==> config.mk <==
export PLATFORM = sky130hd
export DESIGN_NAME = lfsr_acc_cpu
export DESIGN_NICKNAME = d
export VERILOG_FILES = /design/src/rtl/lfsr_cpu_pkg.sv /design/src/rtl/lfsr_cpu_pc.sv /design/src/rtl/lfsr_cpu_alu.sv /design/src/rtl/lfsr_acc_cpu.sv
export SDC_FILE = /design/constraint.sdc
export NUM_CORES = 1
export LEC_CHECK = 0
export BUFFER_PORTS_ARGS = -buffer_cell sky130_fd_sc_hd__buf_2
export CAP_MARGIN = 20
export CORE_UTILIZATION = 35
export CTS_CLUSTER_DIAMETER = 30
export DETAILED_ROUTE_END_ITERATION = 6
export PLACE_DENSITY = 0.62
export SETUP_SLACK_MARGIN = 0.5
export SYNTH_ARGS = -nofsm -noshare
export SYNTH_HDL_FRONTEND = slang
export SYNTH_SLANG_ARGS = --single-unit
export TNS_END_PERCENT = 5
==> constraint.sdc <==
create_clock -name clk_i -period 3.92 [get_ports clk_i]
set_input_delay 0.196 -clock clk_i [delete_from_list [all_inputs] [get_ports clk_i]]
set_output_delay 0.196 -clock clk_i [all_outputs]
set_load 0.02 [all_outputs]
==> src/rtl/lfsr_cpu_pkg.sv <==
package lfsr_cpu_pkg;
  localparam int WORD_W = 16;
  localparam int OPER_W = 12;
  localparam int OP_W   = 3;

  typedef enum logic [OP_W-1:0] {
    OP_XOR   = 3'd0,
    OP_AND   = 3'd1,
    OP_LSL   = 3'd2,
    OP_LSR   = 3'd3,
    OP_LOAD  = 3'd4,
    OP_STORE = 3'd5,
    OP_JMP   = 3'd6,
    OP_JMPZ  = 3'd7
  } op_e;

  typedef enum logic [2:0] {
    ST_FETCH,
    ST_IND,
    ST_LOAD,
    ST_STORE,
    ST_NEXT
  } state_e;

  typedef struct packed {
    logic              ind;
    op_e               op;
    logic [OPER_W-1:0] oper;
  } instr_t;
endpackage

==> src/rtl/lfsr_cpu_pc.sv <==
module lfsr_cpu_pc #(
  parameter int             W    = 8,
  parameter logic [W-1:0]   MASK = 8'hB8
) (
  input  logic         clk_i,
  input  logic         rst_ni,
  input  logic         adv_i,
  input  logic         load_i,
  input  logic [W-1:0] load_val_i,
  output logic [W-1:0] pc_o,
  output logic [W-1:0] step_o
);
  logic [W-1:0] pc_q;

  for (genvar i = 0; i < W; i++) begin : g_tap
    if (i == W - 1) begin : g_top
      assign step_o[i] = MASK[i] & pc_q[0];
    end else begin : g_mid
      assign step_o[i] = pc_q[i+1] ^ (MASK[i] & pc_q[0]);
    end
  end

  always_ff @(posedge clk_i or negedge rst_ni) begin
    if (!rst_ni)     pc_q <= '0;
    else if (load_i) pc_q <= load_val_i;
    else if (adv_i)  pc_q <= step_o;
  end

  assign pc_o = pc_q;

  p_zero_lock_r7: assert property (@(posedge clk_i) disable iff (!rst_ni)
    (pc_q == '0 && adv_i && !load_i) |=> (pc_q == '0));

  p_no_lockup_r6: assert property (@(posedge clk_i) disable iff (!rst_ni)
    (pc_q != '0 && adv_i && !load_i) |=> (pc_q != '0));
endmodule

==> src/rtl/lfsr_cpu_alu.sv <==
module lfsr_cpu_alu
  import lfsr_cpu_pkg::*;
(
  input  op_e               op_i,
  input  logic [WORD_W-1:0] acc_i,
  input  logic [WORD_W-1:0] arg_i,
  output logic [WORD_W-1:0] res_o
);
  always_comb begin
    unique case (op_i)
      OP_XOR:  res_o = acc_i ^ arg_i;
      OP_AND:  res_o = acc_i & arg_i;
      OP_LSL:  res_o = {arg_i[WORD_W-2:0], 1'b0};
      OP_LSR:  res_o = {1'b0, arg_i[WORD_W-1:1]};
      default: res_o = acc_i;
    endcase
  end
endmodule

==> src/rtl/lfsr_acc_cpu.sv <==
module lfsr_acc_cpu
  import lfsr_cpu_pkg::*;
#(
  parameter int                PC_W    = 8,
  parameter logic [PC_W-1:0]   PC_MASK = 8'hB8,
  parameter int                ADDR_W  = 12,
  parameter int                BYTE_W  = 8
) (
  input  logic              clk_i,
  input  logic              rst_ni,
  output logic [ADDR_W-1:0] mem_addr_o,
  output logic              mem_we_o,
  output logic [WORD_W-1:0] mem_wdata_o,
  input  logic [WORD_W-1:0] mem_rdata_i,
  input  logic              pause_i,
  input  logic              in_valid_i,
  input  logic [BYTE_W-1:0] in_data_i,
  output logic              in_ack_o,
  input  logic              out_busy_i,
  output logic              out_valid_o,
  output logic [BYTE_W-1:0] out_data_o
);
  localparam int IO_BIT = WORD_W - 1;

  state_e            st_q, st_d;
  logic [WORD_W-1:0] acc_q, acc_d, arg_q, arg_d;
  instr_t            ir_q, ir_d, fetch_ir;

  logic [PC_W-1:0]   pc, pc_step;
  logic              pc_adv, pc_ld;

  logic              exec_go;
  op_e               exec_op;
  logic [WORD_W-1:0] exec_arg, alu_res;

  assign fetch_ir = instr_t'(mem_rdata_i);

  lfsr_cpu_pc #(.W(PC_W), .MASK(PC_MASK)) u_pc (
    .clk_i      (clk_i),
    .rst_ni     (rst_ni),
    .adv_i      (pc_adv),
    .load_i     (pc_ld),
    .load_val_i (exec_arg[PC_W-1:0]),
    .pc_o       (pc),
    .step_o     (pc_step)
  );

  lfsr_cpu_alu u_alu (
    .op_i  (exec_op),
    .acc_i (acc_q),
    .arg_i (exec_arg),
    .res_o (alu_res)
  );

  always_comb begin
    st_d        = st_q;
    acc_d       = acc_q;
    arg_d       = arg_q;
    ir_d        = ir_q;
    pc_adv      = 1'b0;
    pc_ld       = 1'b0;
    mem_addr_o  = {{(ADDR_W-PC_W){1'b0}}, pc};
    mem_we_o    = 1'b0;
    in_ack_o    = 1'b0;
    out_valid_o = 1'b0;
    exec_go     = 1'b0;
    exec_op     = OP_XOR;
    exec_arg    = '0;

    unique case (st_q)
      ST_FETCH: begin
        if (!pause_i) begin
          ir_d = fetch_ir;
          if (fetch_ir.ind) begin
            mem_addr_o = fetch_ir.oper[ADDR_W-1:0];
            st_d       = ST_IND;
          end else begin
            exec_go  = 1'b1;
            exec_op  = fetch_ir.op;
            exec_arg = {{(WORD_W-OPER_W){1'b0}}, fetch_ir.oper};
          end
        end
      end
      ST_IND: begin
        exec_go  = 1'b1;
        exec_op  = ir_q.op;
        exec_arg = mem_rdata_i;
      end
      ST_LOAD: begin
        mem_addr_o = arg_q[ADDR_W-1:0];
        if (arg_q[IO_BIT]) begin
          if (in_valid_i) begin
            acc_d    = {{(WORD_W-BYTE_W){1'b0}}, in_data_i};
            in_ack_o = 1'b1;
            pc_adv   = 1'b1;
            st_d     = ST_NEXT;
          end
        end else begin
          acc_d  = mem_rdata_i;
          pc_adv = 1'b1;
          st_d   = ST_NEXT;
        end
      end
      ST_STORE: begin
        mem_addr_o = arg_q[ADDR_W-1:0];
        if (arg_q[IO_BIT]) begin
          if (!out_busy_i) begin
            out_valid_o = 1'b1;
            pc_adv      = 1'b1;
            st_d        = ST_NEXT;
          end
        end else begin
          mem_we_o = 1'b1;
          pc_adv   = 1'b1;
          st_d     = ST_NEXT;
        end
      end
      default: st_d = ST_FETCH;
    endcase

    if (exec_go) begin
      arg_d = exec_arg;
      unique case (exec_op)
        OP_LOAD: begin
          mem_addr_o = exec_arg[ADDR_W-1:0];
          st_d       = ST_LOAD;
        end
        OP_STORE: st_d = ST_STORE;
        OP_JMP: begin
          pc_ld      = 1'b1;
          mem_addr_o = {{(ADDR_W-PC_W){1'b0}}, exec_arg[PC_W-1:0]};
          st_d       = ST_FETCH;
        end
        OP_JMPZ: begin
          st_d = ST_FETCH;
          if (acc_q == '0) begin
            pc_ld      = 1'b1;
            mem_addr_o = {{(ADDR_W-PC_W){1'b0}}, exec_arg[PC_W-1:0]};
          end else begin
            pc_adv     = 1'b1;
            mem_addr_o = {{(ADDR_W-PC_W){1'b0}}, pc_step};
          end
        end
        default: begin
          acc_d      = alu_res;
          pc_adv     = 1'b1;
          mem_addr_o = {{(ADDR_W-PC_W){1'b0}}, pc_step};
          st_d       = ST_FETCH;
        end
      endcase
    end
  end

  always_ff @(posedge clk_i or negedge rst_ni) begin
    if (!rst_ni) begin
      st_q  <= ST_NEXT;
      acc_q <= '0;
      arg_q <= '0;
      ir_q  <= '0;
    end else begin
      st_q  <= st_d;
      acc_q <= acc_d;
      arg_q <= arg_d;
      ir_q  <= ir_d;
    end
  end

  assign mem_wdata_o = acc_q;
  assign out_data_o  = acc_q[BYTE_W-1:0];

  p_ack_needs_valid_r10: assert property (@(posedge clk_i) disable iff (!rst_ni)
    in_ack_o |-> in_valid_i);

  p_ack_pulse_r10: assert property (@(posedge clk_i) disable iff (!rst_ni)
    in_ack_o |=> !in_ack_o);

  p_out_not_busy_r11: assert property (@(posedge clk_i) disable iff (!rst_ni)
    out_valid_o |-> !out_busy_i);

  p_out_pulse_r11: assert property (@(posedge clk_i) disable iff (!rst_ni)
    out_valid_o |=> !out_valid_o);

  p_io_no_write_r11: assert property (@(posedge clk_i) disable iff (!rst_ni)
    out_valid_o |-> !mem_we_o);

  p_pause_hold_r9: assert property (@(posedge clk_i) disable iff (!rst_ni)
    (st_q == ST_FETCH && pause_i) |=> (st_q == ST_FETCH && $stable(acc_q) && $stable(pc)));

  p_write_single_r8: assert property (@(posedge clk_i) disable iff (!rst_ni)
    mem_we_o |=> !mem_we_o);

  p_next_to_fetch_r8: assert property (@(posedge clk_i) disable iff (!rst_ni)
    (st_q == ST_NEXT) |=> (st_q == ST_FETCH));
endmodule

# ---- Word-level counts from Yosys, hierarchy flattened
# Cells that the tools add are included.
dict set report word_totals {
  reg_bits 46
  inputBits 29
  word_cells 85
}
dict set report classes {
  eq_ne 16
  muxes 49
  bitwise 6
  n_reduce_logical 9
}
# op count
set op_table {}
lappend op_table {{$mux W16} 5}
lappend op_table {{$pmux W16 S4} 1}
lappend op_table {{$mux W12} 5}
lappend op_table {{$pmux W12 S4} 1}
lappend op_table {{$pmux W16 S2} 1}
lappend op_table {{$mux W3} 9}
lappend op_table {{$mux W8} 3}
lappend op_table {{$pmux W12 S2} 1}
lappend op_table {{$and A16 B16 Y16} 1}
lappend op_table {{$logic_not A16 Y1} 1}
lappend op_table {{$mux W1} 16}
lappend op_table {{$xor A16 B16 Y16} 1}
lappend op_table {{$eq A3 B2 Y1 const B} 4}
lappend op_table {{$eq A3 B3 Y1 const B} 4}
lappend op_table {{$pmux W3 S4} 1}
lappend op_table {{$ne A4 B4 Y1 const B} 2}
lappend op_table {{$pmux W1 S2} 4}
lappend op_table {{$eq A3 B1 Y1 const B} 2}
lappend op_table {{$logic_not A3 Y1} 2}
lappend op_table {{$ne A3 B3 Y1 const B} 2}
lappend op_table {{$ne A6 B2 Y1 const B} 1}
lappend op_table {{$pmux W3 S2} 1}
lappend op_table {{$reduce_and A5 Y1} 1}
lappend op_table {{$pmux W2 S2} 1}
lappend op_table {{other kinds (8)} 10}

# ---- Longest topological paths before layout
# Gate-level depths: netlist of run 1.
dict set report depth {
  ltp_word 9
  ltp_mapped 10
}

# ---- Hierarchy
# Synthesis of run 1 repeated with hierarchy kept, for this count alone.
dict set report hier_totals {
  cells_unflattened 434
  hier_area_um2 3716.1
}
# module n_inst cells_each area_per_inst_um2
set modules_own_cells {}
lappend modules_own_cells {lfsr_acc_cpu 1 282 2368.5}
lappend modules_own_cells {lfsr_cpu_alu 1 105 884.6}
lappend modules_own_cells {lfsr_cpu_pc 1 47 462.9}

# ---- Least setup slack after synthesis of run 1
# Ideal clock, no wire load.
dict set report synth_path {
  kind {register -> output}
  from {reg st_q[1]}
  to {out mem_addr_o[0]}
  t_arrival_ps 2058
  slack_ps 1666
  stages_incl_launch_ff 8
  n_path_buf 2
  path_cell_list {dfrtp_1 > or3_1 > buf_2 > o21ai_4 > a21oi_1 > and3_1 > buf_6 > a221o_1}
}
dict set report synth_via {
  elab_chain_len 5
  elab_cells_between_ends 16
}
# element line_no
set synth_lines {}
lappend synth_lines {{start, declared} lfsr_acc_cpu.sv:25} ;# state_e st_q, st_d;
lappend synth_lines {{start signal, assigned} lfsr_acc_cpu.sv:161} ;# st_q <= st_d;
lappend synth_lines {{$eq A3 B1 Y1 (tied with other cells)} lfsr_acc_cpu.sv:70} ;# unique case (st_q)
lappend synth_lines {{$pmux W3 S2 (tied with other cells)} lfsr_acc_cpu.sv:70}
lappend synth_lines {{$eq A3 B3 Y1 (tied with other cells)} lfsr_acc_cpu.sv:123} ;# unique case (exec_op)
lappend synth_lines {{$pmux W12 S4} lfsr_acc_cpu.sv:123}
lappend synth_lines {{$mux W12 (*)} lfsr_acc_cpu.sv:121} ;# if (exec_go) begin
lappend synth_lines {{end, declared} lfsr_acc_cpu.sv:11} ;# output logic [ADDR_W-1:0] mem_addr_o,
# Every way passes the cells marked *; elsewhere a longest branch is shown, timed or not.

# ---- Worst setup path after layout of run 1
dict set report layout_path {
  from {reg st_q[0]}
  to {out mem_addr_o[1]}
}
# Same word-level chain as after synthesis.

==> results_dict.tcl, run 1 <==
set metrics [dict create \
    outcome "complete, no violations" \
    worst_pin_slew_ns 1.00 \
    cts_tree "built" \
    synth_most_common_cell "dfrtp_1" \
    grt_pass1_wl_mm 16.3 \
    min_path_type "input port to flip-flop" \
    leakagePower_nw 1.79 \
    area_growth_pct 15.1 \
    vias_per_cell 6.01 \
    whs_ns 0.188 \
    antenna_found_initial 0 \
    drive_gt1_share_pct 30.4 \
    vdd_drop_max_mv 0.317 \
    setup_ws_ns 0.920 \
    final.min_clock_period_ns 3.00 \
    synth_enable_flop_cells 0 \
    ys_ff_latch 43 \
    cts_buffers 5 \
    clk_latency_ns 0.31 \
    setup_viol 0 \
    postSynthAreaPerCell_um2 9.55 \
    relSlewSlack_pct 33.0 \
    num_io_pins 68 \
    synth_seq_area_share_pct 31.6 \
    finClkSkew_ns 0.00841 \
    core-area_um2 9330 \
    maxSlewViolCount 0 \
    regArea_um2 1080 \
    synth_area_leader_cell "dfrtp_1" \
    maxCapViolations 0 \
    port_buffers 67 \
    ant_nets 0 \
    synth_top_cell_area_share_pct 30.8 \
    hold_buffers 0 \
    multi_input_area_um2 2120 \
    rsz0062_at_grt "false" \
    post_cts_resized 0 \
    synthTopCellsByArea "dfrtp_1 31%, mux2_2 6.6%, ha_1 5.9%" \
    grt_max_degree 44 \
    power_density_nw_per_um2 945 \
    htreeDepth 2 \
    syn-num-nets 402 \
    endpoint_kind "output port" \
    fmax_mhz 333 \
    synthesis.area_um2 3410 \
    yosysWarnings 0 \
    dp_hpwl_mm 7.43 \
    synth_common_cells "42 x dfrtp_1, 25 x a21oi_1, 21 x nand2_1, 20 x mux2_2, 18 x a22oi_1" \
    wirelength_mm 10.4 \
    num_antenna_cells 0 \
    rows 35 \
    routedWlPerCell_um 19.4 \
    fin_tns_setup_ns 0 \
    dieArea_um2 10100 \
    arrival_ns 2.80 \
    grt_pass1_vias 2995 \
    gp_congestion 0.847 \
    drc 0 \
    async_reset_ff_share_pct 100 \
    synthCells 357 \
    grt_overflow 0 \
    grt_usage_pct 21.1 \
    final_area_um2 3930 \
    crit_type "flip-flop to output port" \
    dpl_worst_slack_ns 1.26 \
    period_share_pct 76.5 \
    start_util_pct 36.6 \
    synth_ff_type "dfrtp_1" \
    die_x_um 101 \
    drt_iter0_drc 222 \
    cts_setup_buffers 0 \
    cp_max_fo 15 \
    hold_viol 0 \
    cts.clk_slew.worst_paths_ns 0.08 \
    vias 3207 \
    root_buffer "clkbuf_8" \
    place_area_um2 3760 \
    cts_sinks 43 \
    nFillCells 937 \
    drt_first_pass_iters 6 \
    ys_types 57 \
    cp_data_required_time_ns 3.72 \
    clockBufferDepth 2 \
    fp.dieH_um 101 \
    fin_nets 449 \
    critPathLaunchType "flip-flop" \
]
cells by family (layout without fill, tap and decap cells):
logic type | after synthesis | after routing | share of synthesized area [%]
compound gates | 136 | 136 | 31.0
simple gates | 89 | 89 | 14.2
flops | 43 | 43 | 31.6
buf+inv | 42 | 90 | 6.38
mux | 28 | 28 | 10.1
fa+ha+maj | 16 | 16 | 5.87
xor+xnor | 3 | 3 | 0.771
flip-flops by register name (all words and copies together), names as in the netlist:
name	count
mem_wdata_o	16
arg_q	13
st_q	3
u_pc.pc_o	8
ir_q	3
critical path, cell delays in order, from the launching register on:
cell     delay (ns)
dfrtp_1        0.55
or3_1          0.53
o21ai_4        0.41
a21oi_1        0.14
and3_1         0.32
a221o_1        0.39
buf_2          0.16
final timing paths:
path                       slack [ns]              end  cells past startpoint  startpoint
setup / recovery                 0.92    mem_addr_o[1]                      6     st_q[0]
hold / removal                   0.19          st_q[0]                      2  out_busy_i
setup reg to reg                 1.22     u_pc.pc_o[0]                      5     st_q[0]
hold reg to reg                  0.49         arg_q[2]                      1    arg_q[2]
max in group asynchronous        3.08         arg_q[0]                      3      rst_ni
min in group asynchronous        0.35  mem_wdata_o[13]                      2      rst_ni
per-layer routing:
metal | up-vias | GRT usage [%] | share of wire, %
met5 | - | 0 | 0
met4 | 0 | 6.91 | 1.4
met3 | 13 | 2.84 | 4.6
met2 | 99 | 36.3 | 50
met1 | 1618 | 27.3 | 44
li1 | 1477 | - | -
report_power, final:
| part | switching, mW | total, mW | internal [mW] |
|---|---|---|---|
| logic | 1.31 | 2.31 | 0.999 |
| clock network | 0.172 | 0.427 | 0.255 |
| registers | 0.293 | 0.969 | 0.676 |
cell type report:
class,instances,share of cell area (%)
multi-input cells,272,54.0
flip-flops and latches,43,27.4
clock inverters,2,1.53
well taps,129,4.11
repair buffers,75,10.5
clock buffers,6,1.85
inverters,7,0.669
stage by stage:
step | utilization (%) | power (mW) | instances
finish | 42.1 | 3.71 | 534
global route | 42.1 | 3.99 | 534
CTS | 41.7 | 3.71 | 531
detailed placement | 40.3 | 3.28 | 523
global placement | 40.3 | 3.23 | 523
floorplan | - | 2.71 | 357
placed cells by master, fill, tap and decap left out, drive strengths merged, types with 10 or more instances in the layout:
| cell | instances |
|---|---|
| buf | 74 |
| dfrtp | 42 |
| a21oi | 28 |
| mux2 | 28 |
| nand2 | 21 |
| a22oi | 18 |
| and2 | 17 |
| ha | 16 |
| nor2 | 16 |
| a21o | 15 |
| a222oi | 11 |
| o21ai | 10 |
Power figures use the tool's default switching activity.
==> run 2, diff against run 1 <==
Clock period 3.92 ns to 3.15 ns, I/O delays scaled along.
==> results_dict.tcl, run 2 (same netlist as run 1, synthesis figures left out) <==
set metrics [dict create \
    outcome "complete, no violations" \
    dieArea_um2 10100 \
    drive_gt1_share_pct 33.2 \
    grt_pass1_wl_mm 16.7 \
    finalNonFillerCells 542 \
    setup_ws_ns 0.536 \
    mostFrequentLayoutCells "67 x buf_2, 40 x dfrtp_1, 25 x a21oi_1, 21 x nand2_1, 20 x mux2_2" \
    period_share_pct 83.0 \
    leakagePower_nw 1.84 \
    finClkSkew_ns 0.00547 \
    p_sw_mw 2.24 \
    largest_register_ff_count 16 \
    power_density_nw_per_um2 1170 \
    setup_viol 0 \
    crit_type "flip-flop to output port" \
    start_util_pct 36.6 \
    die_x_um 101 \
    worst_pin_slew_ns 0.809 \
    timing.rr.start "st_q[0]" \
    endpoint_kind "output port" \
    wirelength_mm 10.5 \
    fin_nets 457 \
    vdd_drop_max_mv 0.472 \
    cts.clk_slew.worst_paths_ns 0.09 \
    rrSetupSlack_ns 0.65 \
    dpl_worst_slack_ns 0.553 \
    final_common_cell "buf_2" \
    critPathLaunchType "flip-flop" \
    grt_usage_pct 21.3 \
    routedWlPerCell_um 19.3 \
    cts_buffers 5 \
    intPower_mw 2.47 \
    final.min_clock_period_ns 2.61 \
    combPwrFrac_pct 63.1 \
    fmax_mhz 383 \
    rsz0062_at_grt "true" \
    core-area_um2 9330 \
    whs_path_depth 2 \
    num_io_pins 68 \
    cp_data_required_time_ns 2.99 \
    drc 0 \
    clockBufferDepth 2 \
    vias_per_cell 5.99 \
    grt_pass1_vias 3115 \
    endpoint "mem_addr_o[6]" \
    crit_start "st_q[0]" \
    drt_iter0_drc 314 \
    maxSlewViolCount 0 \
    place_inst 528 \
    area_growth_pct 18.3 \
    clk_latency_ns 0.30 \
    htreeDepth 2 \
    p_sw_share_pct 47.5 \
    dp_hpwl_mm 7.30 \
    nFillCells 929 \
    ant_nets 0 \
    min_path_type "input port to flip-flop" \
    port_buffers 67 \
    num_antenna_cells 0 \
    fin_tns_setup_ns 0 \
    vias 3248 \
    cts_tree "built" \
    relSlewSlack_pct 46.0 \
    maxCapViolations 0 \
    arrival_ns 2.46 \
    grt_max_degree 44 \
    power.total_mw 4.71 \
    antenna_found_initial 0 \
    seqPwrFrac_pct 25.8 \
    hold_viol 0 \
    fp.dieH_um 101 \
    rows 35 \
    grt_overflow 0 \
    r2r_end "mem_wdata_o[3]" \
    cp_max_fo 15 \
    clockPowerShare_pct 11.1 \
    drt_first_pass_iters 5 \
    cts_sinks 43 \
    root_buffer "clkbuf_8" \
    gp_congestion 0.848 \
    r2r_cells 5 \
]
run 2: area by class of cell:
class / count / area (um2) / area share (%)
Clock inverter: 2 / 60.1 / 1.49
Clock buffer: 6 / 72.6 / 1.80
Multi-Input combinational cell: 272 / 2150 / 53.3
Inverter: 7 / 26.3 / 0.651
Sequential cell: 43 / 1080 / 26.8
Timing Repair Buffer: 83 / 483 / 12.0
Tap cell: 129 / 161 / 4.00
run 2: routing by layer:
layer / share of wire (%) / global-route usage, %
met1: 44 / 28.5
met4: 1.3 / 6.24
met3: 5.7 / 3.05
met5: 0 / 0
met2: 49 / 35.7
run 2: worst min path at each step:
stage | startpoint | to | slack [ns]
3_5_place_dp | rst_ni | mem_wdata_o[12] | 0.39
6_report | out_busy_i | st_q[0] | 0.15
2_1_floorplan | rst_ni | arg_q[0] | -0.14
3_3_place_gp | rst_ni | mem_wdata_o[13] | 0.39
5_1_grt | out_busy_i | st_q[0] | 0.16
4_1_cts | rst_ni | ir_q[12] | 0.07
run 2: critical path: stages (launching register included):
cell and delay [ns]:
dfrtp_2 0.52, or3_4 0.42, or3_4 0.40, and3_2 0.28, a221o_1 0.37, buf_2 0.16
run 2: power by group through the flow:
stage | sequential (mW) | combinational, mW | clock, mW
3_5_place_dp | 1.20 | 2.89 | 0
5_1_grt | 1.26 | 3.24 | 0.556
3_3_place_gp | 1.19 | 2.85 | 0
4_1_cts | 1.20 | 2.94 | 0.537
6_report | 1.21 | 2.97 | 0.525
2_1_floorplan | 1.19 | 2.18 | 0
run 2: per-stage QoR:
step	utilization, %	area [um2]	hold slack [ns]
after floorplan	-	3410	-0.138
after global placement	40.7	3790	0.387
after detailed placement	40.7	3790	0.394
after CTS	42.6	3980	0.0700
after global routing	43.3	4040	0.158
final	43.3	4040	0.149
run 2: what timing repair did:
item	4_1_cts	5_1_grt
endpoints found under the setup margin	8	16
endpoints found under the hold margin	0	42
setup buffers	3	1
hold buffers	0	1
gates cloned	0	0
pin swaps	2	1
gates resized for setup	7	1
==> run 3, diff against run 2 <==
Settings changed: ABC_AREA set to 1, PLACE_DENSITY 0.62 to 0.61.
Clock period 3.15 ns to 2.6 ns, I/O delays scaled along.
==> results_dict.tcl, run 3 <==
set metrics [dict create \
    outcome "complete, no violations" \
    grt_pass1_vias 3827 \
    antenna_found_initial 0 \
    drt_iter0_drc 328 \
    grt_max_degree 44 \
    cts_buffers 5 \
    ys_types 36 \
    cts.clk_slew.worst_paths_ns 0.09 \
    rows 37 \
    grt_overflow 0 \
    cts_tree "built" \
    root_buffer "clkbuf_8" \
    endpoint_kind "output port" \
    synth.area.mux_share_pct 0.297 \
    htreeDepth 2 \
    area_growth_pct 29.7 \
    synth_top_cell_area_share_pct 27.8 \
    fin_nets 696 \
    largest_register_ff_count 16 \
    synth_ff_type "dfrtp_1" \
    dieArea_um2 11200 \
    syn-num-nets 608 \
    power_density_nw_per_um2 1310 \
    synth_top_family_by_area "simple AND/OR/NAND/NOR gates" \
    finClkSkew_ns 0.00446 \
    fin_tns_setup_ns 0 \
    hold_viol 0 \
    routedWlPerCell_um 16.1 \
    synthTopCellsByArea "dfrtp_1 28%, nand2_1 12%, nand3_1 8.1%" \
    dp_hpwl_mm 8.88 \
    vdd_drop_max_mv 0.544 \
    synth_common_cells "124 x nand2_1, 79 x nor2_1, 61 x nand3_1, 46 x inv_1, 42 x dfrtp_1" \
    yosysWarnings 0 \
    place_area_um2 4190 \
    fmax_mhz 457 \
    synth_xor_area_share_pct 0.694 \
    setup_viol 0 \
    synth_seq_area_share_pct 28.4 \
    synth-adder-area-share_pct 5.29 \
    num_antenna_cells 0 \
    critPathLaunchType "flip-flop" \
    wirelength_mm 12.7 \
    min_path_type "input port to flip-flop" \
    drc 0 \
    vias 4219 \
    die_x_um 106 \
    place_inst 745 \
    cts_sinks 43 \
    crit_type "flip-flop to output port" \
    rsz0062_at_grt "true" \
    fp.dieH_um 106 \
    synthCells 563 \
    leakagePower_nw 2.45 \
    synth_area_leader_cell "dfrtp_1" \
    core-area_um2 10400 \
    finalNonFillerCells 788 \
    grt_usage_pct 22.2 \
    postSynthAreaPerCell_um2 6.73 \
    cp_data_required_time_ns 2.47 \
    ant_nets 0 \
    worst_pin_slew_ns 0.515 \
    num_io_pins 68 \
    arrival_ns 2.06 \
    drt_first_pass_iters 5 \
    maxCapViolations 0 \
    synth_enable_flop_cells 0 \
    final_common_cell "nand2_1" \
    gp_congestion 0.852 \
    clockBufferDepth 2 \
    relSlewSlack_pct 65.6 \
    async_reset_ff_share_pct 100 \
    final.min_clock_period_ns 2.19 \
    vias_per_cell 5.35 \
    start_util_pct 36.4 \
    ys_ff_latch 43 \
    maxSlewViolCount 0 \
    synth_most_common_cell "nand2_1" \
    cp_max_fo 6 \
    drive_gt1_share_pct 28.5 \
    clk_latency_ns 0.30 \
    synth_compound_area_share_pct 12.8 \
    grt_pass1_wl_mm 19.7 \
    mostFrequentLayoutCells "120 x nand2_1, 69 x nor2_1, 55 x buf_2, 53 x nand3_1, 46 x inv_1" \
    final_area_um2 4910 \
    synthesis.area_um2 3790 \
    port_buffers 67 \
    period_share_pct 84.1 \
    synthSimpleGateAreaFrac_pct 41.9 \
]
run 3: cell count changes after synthesis, moves of 26 or more:
cell,before,now
nand3_1,3,61
nand2_1,21,124
nand4_1,1,39
inv_1,7,46
o21ai_0,7,33
nor2_1,16,79
run 3: cell type report:
type	instances	area, um2
inverter	54	225
fill	1032	5510
clock inverter	2	12.5
timing repair buffer	111	803
timing repair inverter	1	6.26
sequential	43	1080
multi-input combinational	435	2540
clock buffer	6	72.6
tap	136	170
run 3: power by group:
part / switching, mW / internal, mW / leakage [nW]
Sequential: 0.317 / 1.00 / 0.516
Combinational: 2.89 / 1.78 / 1.89
Clock: 0.261 / 0.189 / 0.0412
Total: 3.46 / 2.97 / 2.45
run 3: what timing repair did:
action	in CTS	in global routing
cloned	1	4
pin swaps	7	17
resized for setup	34	50
endpoints found under the setup margin	36	36
hold endpoints to repair	0	12
hold buffers	0	1
setup buffers	12	16
run 3: kinds of logic after synthesis:
group | Yosys count
XOR/XNOR | 3
AO/OA/AOI/OAI | 78
flip-flops | 43
buffers and inverters | 88
AND/OR/NAND/NOR | 334
multiplexers | 1
adder cells (fa/ha/maj) | 16
run 3: worst paths after layout:
kind	start	end	slack, ns	depth (start not counted)
setup / recovery	st_q[1]	mem_addr_o[10]	0.41	10
hold / removal	in_data_i[5]	mem_wdata_o[5]	0.09	3
setup reg to reg	st_q[1]	u_pc.pc_o[6]	0.49	12
hold reg to reg	arg_q[7]	arg_q[7]	0.49	2
max in group asynchronous	rst_ni	arg_q[7]	1.86	3
min in group asynchronous	rst_ni	u_pc.pc_o[5]	0.26	2
run 3: per-layer routing:
| layer | vias to the layer above | global-route usage [%] | routed length [um] |
|---|---|---|---|
| li1 | 2077 | - | - |
| met1 | 1970 | 30.9 | 5790 |
| met2 | 151 | 35.5 | 5890 |
| met3 | 21 | 3.31 | 734 |
| met4 | 0 | 6.35 | 282 |
| met5 | - | 0 | 0 |
run 3: through the flow:
stage | hold slack [ns] | total power, mW | setup slack [ns] | utilization [%]
3_3_place_gp | 0.374 | 4.97 | 0.385 | 40.2
5_1_grt | 0.106 | 6.98 | 0.354 | 47.1
6_report | 0.0911 | 6.44 | 0.412 | 47.1
4_1_cts | 0.0445 | 5.80 | 0.372 | 43.2
3_5_place_dp | 0.378 | 5.02 | 0.352 | 40.2
2_1_floorplan | -0.166 | 4.12 | 0.826 | -
run 3: worst max-delay path, stage by stage (launching register included):
cell and delay [ns]:
dfrtp_2 0.45, nor2_4 0.26, buf_6 0.16, nand2_8 0.05
nor2_4 0.15, nor2_8 0.08, buf_12 0.13, nor2_4 0.15
nand2_1 0.08, o221ai_2 0.07, buf_4 0.17
